### config.mk
export PLATFORM = sky130hd
export DESIGN_NAME = qspi_queue_seq
export DESIGN_NICKNAME = d
export VERILOG_FILES = /design/src/rtl/qseq_pkg.sv /design/src/rtl/qseq_sync.sv /design/src/rtl/qseq_status.sv /design/src/rtl/qspi_queue_seq.sv
export SDC_FILE = /design/constraint.sdc
export NUM_CORES = 1
export LEC_CHECK = 0
export ABC_CLOCK_PERIOD_IN_PS = 1550
export CORE_MARGIN = 1.5
export CORE_UTILIZATION = 45
export DETAILED_ROUTE_END_ITERATION = 8
export MAX_ROUTING_LAYER = met4
export PLACE_DENSITY = 0.78
export SYNTH_ARGS = -nofsm -noshare
export SYNTH_HDL_FRONTEND = slang
export SYNTH_SLANG_ARGS = --single-unit
### constraint.sdc
create_clock -name clk -period 1.55 [get_ports clk]
set_input_delay 0.31 -clock clk [delete_from_list [all_inputs] [get_ports clk]]
set_output_delay 0.31 -clock clk [all_outputs]
set_load 0.01 [all_outputs]
### src/rtl/qseq_pkg.sv
package qseq_pkg;
    typedef enum logic [1:0] {
        SEQ_IDLE   = 2'd0,
        SEQ_LAUNCH = 2'd1,
        SEQ_WAIT   = 2'd2,
        SEQ_HALT   = 2'd3
    } seq_state_e;

    localparam int STS_FIN_BIT  = 0;
    localparam int STS_MODF_BIT = 1;
    localparam int STS_FLAGS    = 2;
endpackage

### src/rtl/qseq_sync.sv
module qseq_sync #(
    parameter int STAGES = 2
) (
    input  logic clk,
    input  logic rst_n,
    input  logic din,
    output logic dout
);
    logic [STAGES-1:0] chain;

    always_ff @(posedge clk or negedge rst_n) begin
        if (!rst_n) chain <= '1;
        else        chain <= {chain[STAGES-2:0], din};
    end

    assign dout = chain[STAGES-1];
endmodule

### src/rtl/qseq_status.sv
module qseq_status #(
    parameter int NFLAGS = 2
) (
    input  logic              clk,
    input  logic              rst_n,
    input  logic [NFLAGS-1:0] set_i,
    input  logic              rd_i,
    input  logic              wr_i,
    input  logic [NFLAGS-1:0] wdata_i,
    output logic [NFLAGS-1:0] flag_o
);
    for (genvar g = 0; g < NFLAGS; g++) begin : g_flag
        logic flag_q, armed_q;

        always_ff @(posedge clk or negedge rst_n) begin
            if (!rst_n) begin
                flag_q  <= 1'b0;
                armed_q <= 1'b0;
            end else begin
                if (set_i[g])
                    flag_q <= 1'b1;
                else if (wr_i && armed_q && !wdata_i[g])
                    flag_q <= 1'b0;
                if (rd_i)
                    armed_q <= flag_q;
                else if (wr_i)
                    armed_q <= 1'b0;
            end
        end

        assign flag_o[g] = flag_q;
    end
endmodule

### src/rtl/qspi_queue_seq.sv
module qspi_queue_seq
    import qseq_pkg::*;
#(
    parameter int PTR_W       = 4,
    parameter int SYNC_STAGES = 2
) (
    input  logic             clk,
    input  logic             rst_n,
    input  logic             ctl_we,
    input  logic             ctl_enable,
    input  logic             ctl_wrap,
    input  logic             ctl_halt,
    input  logic             ctl_master,
    input  logic             ctl_ss_out,
    input  logic             ctl_irq_en,
    input  logic [PTR_W-1:0] ctl_first,
    input  logic [PTR_W-1:0] ctl_last,
    input  logic             sts_rd,
    input  logic             sts_wr,
    input  logic [1:0]       sts_wdata,
    input  logic             ss_n_in,
    input  logic             xfer_done,
    output logic             xfer_start,
    output logic             xfer_abort,
    output logic [PTR_W-1:0] xfer_ptr,
    output logic             run_en,
    output logic             sts_fin,
    output logic             sts_modf,
    output logic             sts_halted,
    output logic [PTR_W-1:0] sts_ptr,
    output logic             port_ctl,
    output logic             irq
);
    seq_state_e       state_q, state_d;
    logic [PTR_W-1:0] cur_q, cur_d;
    logic [PTR_W-1:0] first_q, last_q;
    logic             en_q, wrap_q, halt_q, master_q, ss_out_q, irqen_q;
    logic             ss_sync, fault_det, at_end, done_ok, stop_evt;
    logic [STS_FLAGS-1:0] flag_set, flags;

    // Control register
    always_ff @(posedge clk or negedge rst_n) begin
        if (!rst_n) begin
            wrap_q   <= 1'b0;
            halt_q   <= 1'b0;
            master_q <= 1'b0;
            ss_out_q <= 1'b0;
            irqen_q  <= 1'b0;
            first_q  <= '0;
            last_q   <= '0;
        end else if (ctl_we) begin
            wrap_q   <= ctl_wrap;
            halt_q   <= ctl_halt;
            master_q <= ctl_master;
            ss_out_q <= ctl_ss_out;
            irqen_q  <= ctl_irq_en;
            first_q  <= ctl_first;
            last_q   <= ctl_last;
        end
    end

    qseq_sync #(.STAGES(SYNC_STAGES)) u_sync (
        .clk  (clk),
        .rst_n(rst_n),
        .din  (ss_n_in),
        .dout (ss_sync)
    );

    assign fault_det = master_q && !ss_out_q && !ss_sync;
    assign at_end    = (cur_q == last_q);
    assign done_ok   = (state_q == SEQ_WAIT) && en_q && xfer_done;
    assign stop_evt  = done_ok && at_end && !wrap_q;

    // Run enable: hardware clears win over a software write
    always_ff @(posedge clk or negedge rst_n) begin
        if (!rst_n)                     en_q <= 1'b0;
        else if (fault_det || stop_evt) en_q <= 1'b0;
        else if (ctl_we)                en_q <= ctl_enable;
    end

    // State register
    always_ff @(posedge clk or negedge rst_n) begin
        if (!rst_n) begin
            state_q <= SEQ_IDLE;
            cur_q   <= '0;
        end else begin
            state_q <= state_d;
            cur_q   <= cur_d;
        end
    end

    // Next state
    always_comb begin
        state_d = state_q;
        cur_d   = cur_q;
        unique case (state_q)
            SEQ_IDLE: begin
                if (en_q) begin
                    state_d = SEQ_LAUNCH;
                    cur_d   = first_q;
                end
            end
            SEQ_LAUNCH: begin
                state_d = en_q ? SEQ_WAIT : SEQ_IDLE;
            end
            SEQ_WAIT: begin
                if (!en_q) begin
                    state_d = SEQ_IDLE;
                end else if (xfer_done) begin
                    if (at_end && !wrap_q) begin
                        state_d = SEQ_IDLE;
                    end else begin
                        cur_d   = at_end ? first_q : cur_q + 1'b1;
                        state_d = halt_q ? SEQ_HALT : SEQ_LAUNCH;
                    end
                end
            end
            SEQ_HALT: begin
                if (!en_q)        state_d = SEQ_IDLE;
                else if (!halt_q) state_d = SEQ_LAUNCH;
            end
            default: state_d = SEQ_IDLE;
        endcase
    end

    assign flag_set[STS_FIN_BIT]  = done_ok && at_end;
    assign flag_set[STS_MODF_BIT] = fault_det;

    qseq_status #(.NFLAGS(STS_FLAGS)) u_status (
        .clk    (clk),
        .rst_n  (rst_n),
        .set_i  (flag_set),
        .rd_i   (sts_rd),
        .wr_i   (sts_wr),
        .wdata_i(sts_wdata),
        .flag_o (flags)
    );

    // Outputs
    always_comb begin
        xfer_start = (state_q == SEQ_LAUNCH) && en_q;
        xfer_abort = (state_q == SEQ_WAIT) && !en_q;
        xfer_ptr   = cur_q;
        sts_ptr    = cur_q;
        run_en     = en_q;
        sts_fin    = flags[STS_FIN_BIT];
        sts_modf   = flags[STS_MODF_BIT];
        sts_halted = (state_q == SEQ_HALT);
        port_ctl   = !en_q || flags[STS_MODF_BIT];
        irq        = irqen_q && (flags[STS_MODF_BIT] || (state_q == SEQ_HALT));
    end
endmodule

==> key figures <==
Run status
  – Result of the run: finished, violations left
  – Violations in the final reports: setup timing

Synthesis
  – Cell type contributing the most total cell area after synthesis: dfrtp_1
  – Netlist Area Pre-Place: 0.00123 mm^2
  – Share of the yosys chip area belonging to registers: 52.9%
  – Mean Syn Cell Area: 12.0 um^2
  – Warnings, synthesis: 0
  – Syn nets: 127
  – Yosys top cell area share: 48.7%
  – Count of different cell masters after synthesis: 33
  – Top post-synthesis cells by area: dfrtp_1 49%, mux2_2 11%, dfstp_2 4.3%
  – Flip-flop and latch count after synthesis: 26
  – Cells after synthesis: 103

Timing
  – Setup Skew: 0.00655 ns
  – Final worst slack: -0.0343 ns
  – Setup TNS: -0.0709 ns
  – Fin. Hold Viols: 0
  – Count of pins over their slew limit: 0
  – Post-route worst hold slack: 0.348 ns
  – Worst slew pin tran: 0.343 ns
  – Post-route clock period utilization: 102%
  – Worst slew slack as a fraction of its limit: 77.0%
  – Setup repair after global routing missed its margin: yes
  – Count of final setup violators: 3
  – Achievable frequency: 631 MHz
  – Post-layout min period: 1.58 ns

Critical path
  – Required time of the critical path: 1.81 ns
  – Critical path class: reg2reg
  – Top fanout value on the critical path: 8
  – Arrival time at the worst endpoint: 1.84 ns
  – Type of origin of the critical path: flop
  – CP endpoint kind: flop

Min path
  – Worst min path class: in2async

Placed design
  – Final weighted congestion in routability-driven placement: 0.825
  – Number of instances in the placed design: 177
  – DP HPWL: 2020 um
  – Number of input and output port buffers inserted: 38
  – Total placed instance area: 0.00172 mm^2

Floorplan
  – Initial standard-cell utilization of the core: 48.5%
  – Chip height: 55.4 um
  – X dimension of the die: 55.4 um
  – Total number of placement rows: 18
  – I/O pins: 39
  – Standard cell core area: 0.00254 mm^2
  – Die ar.: 0.00306 mm^2

CTS
  – CTS H-Tree Depth: 1
  – Clock transition at the register clock pins on the worst setup and hold paths after CTS: 0.14 ns
  – TritonCTS clock tree: done
  – Skew-Pair Late Insertion Delay: 0.33 ns
  – Max clock buf depth: 2
  – Clk Tree Root Cell: clkbuf_4
  – Number of buffers inserted during clock tree synthesis: 3
  – Clk sinks: 26

Global routing
  – Vias in the first global route: 1045
  – Pin count of the biggest net entering global routing: 27
  – Total routing usage reported by global routing: 20.8%
  – Wire length of the first global-routing pass: 4910 um
  – Number of antenna violations at the first check in global routing: 0
  – Grt ovf: 0

Power and ir drop
  – Cell area power density: 1360 mW/mm^2
  – Peak supply drop: 0.000958 V
  – Leak: 0.879 nW

Route
  – Total via count after detailed routing: 1034
  – Wire length per cell after detailed routing: 15.8 um
  – Detailed router's first-iteration violation count: 22
  – Routed WL: 3060 um
  – Antenna-violating nets left: 0
  – DRC violations left: 0
  – Drt first pass iters: 6
  – Number of vias per cell: 5.33

Final layout
  – Number of standard cells in the layout, taps in and fillers out: 194
  – Post-synthesis to final-layout area growth: 55.2%
  – Fraction of layout instances using a drive strength above 1: 37.8%
  – Final non-filler cell area: 0.00191 mm^2
  – Net count, final: 189
  – Antenna diode count: 0

Run
  – Count of maximum capacitance violations: 0
[final timing paths]
kind,startpoint,slack [ns],cells past startpoint,to
worst max-delay path,sts_ptr[0],-0.03,6,sts_ptr[2]
worst min-delay path,rst_n,0.35,2,state_q[1]
worst max register to register,sts_ptr[0],-0.03,6,sts_ptr[2]
worst min register to register,u_sync.chain[0],0.37,0,u_sync.chain[1]
max in group asynchronous,rst_n,0.91,2,u_sync.chain[0]
min in group clk,u_sync.chain[0],0.37,0,u_sync.chain[1]
[cells in the mapped netlist, drive strengths merged]
cell type	n
xnor2	4
o21ai	8
nor2	5
buf	5
nor3b	2
o2111ai	1
a311oi	1
inv	2
nand3	1
a21o	1
nand2	7
and2	1
a22o	2
and2b	1
or2b	1
nor2b	3
a21oi	2
mux2i	4
nand2b	3
nor3	1
nand4	1
ha	1
o2bb2ai	2
dfrtp	24
o21bai	2
mux2	12
dfstp	2
o21a	1
clkbuf	1
and3	1
o211ai	1
[sequential cells by signal, indices dropped and copies added (netlist names)]
name / flops
u_status.g_flag.flag_q: 2
u_status.g_flag.armed_q: 2
halt_q: 1
last_q: 4
state_q: 2
wrap_q: 1
ss_out_q: 1
irqen_q: 1
master_q: 1
run_en: 1
u_sync.chain: 2
first_q: 4
sts_ptr: 4
[per-layer routing]
metal	global-route usage, %	vias up	wire (um)
met5	-	-	0
met4	5.23	0	34
met3	3.98	6	142
met2	33.2	34	1600
met1	27.4	512	1290
li1	-	482	-
[what timing repair did]
action	in CTS	in global routing
endpoints found under the setup margin	16	13
resized for setup	32	14
pin swaps	2	4
hold buffers	0	0
buffers inserted	10	3
[final cells by class]
| class | instances | area, um^2 |
|---|---|---|
| fill | 170 | 631 |
| inverter | 2 | 7.51 |
| tap | 30 | 37.5 |
| clock buffer | 4 | 36.3 |
| sequential | 26 | 654 |
| timing repair buffer | 63 | 562 |
| multi-input combinational | 69 | 617 |
[cells in the final DEF, fill, tap and decap left out, types with 4 or more instances in the layout]
master / n
buf_4: 20
buf_6: 4
clkdlybuf4s50_1: 22
dfrtp_1: 23
dlygate4sd2_1: 9
mux2_2: 12
mux2i_1: 4
nand2_1: 6
nor2_1: 5
o21ai_0: 8
[per-stage QoR]
step / util (%) / total power, W / setup slack (ns)
2_1_floorplan: - / 0.00145 / 0.0920
3_3_place_gp: 67.4 / 0.00192 / -0.0202
3_5_place_dp: 67.4 / 0.00197 / -0.0706
4_1_cts: 72.2 / 0.00239 / -0.0400
5_1_grt: 75.2 / 0.00275 / -0.0955
6_report: 75.2 / 0.00261 / -0.0343
[critical path, stage by stage, from the launching register on]
cell and delay, ns:
dfrtp_1 0.41, buf_4 0.16, xnor2_4 0.17, nand4_4 0.14, o2111ai_4 0.32, o21bai_1 0.17, o2bb2ai_1 0.14
[power breakdown]
group | switching [W] | total, W | internal [W]
logic | 0.000599 | 0.00135 | 0.000753
registers | 0.000103 | 0.000911 | 0.000809
clock network | 0.000202 | 0.000346 | 0.000144
total | 0.000903 | 0.00261 | 0.00171
[kinds of logic (layout without fill, tap and decap cells)]
family                     count (synthesis)  in the layout  synth area share (%)
AOI/OAI and AO/OA                         21             21                  12.9
xor gates and xnor gates                   4              4                  2.84
adders and majority gates                  1              1                  1.01
buffers and inverters                      8             69                  3.75
DFF                                       26             26                  52.9
muxes                                     16             16                  14.2
and+or+nand+nor                           27             27                  12.4
Note: power is estimated with default switching activity, not from simulation.
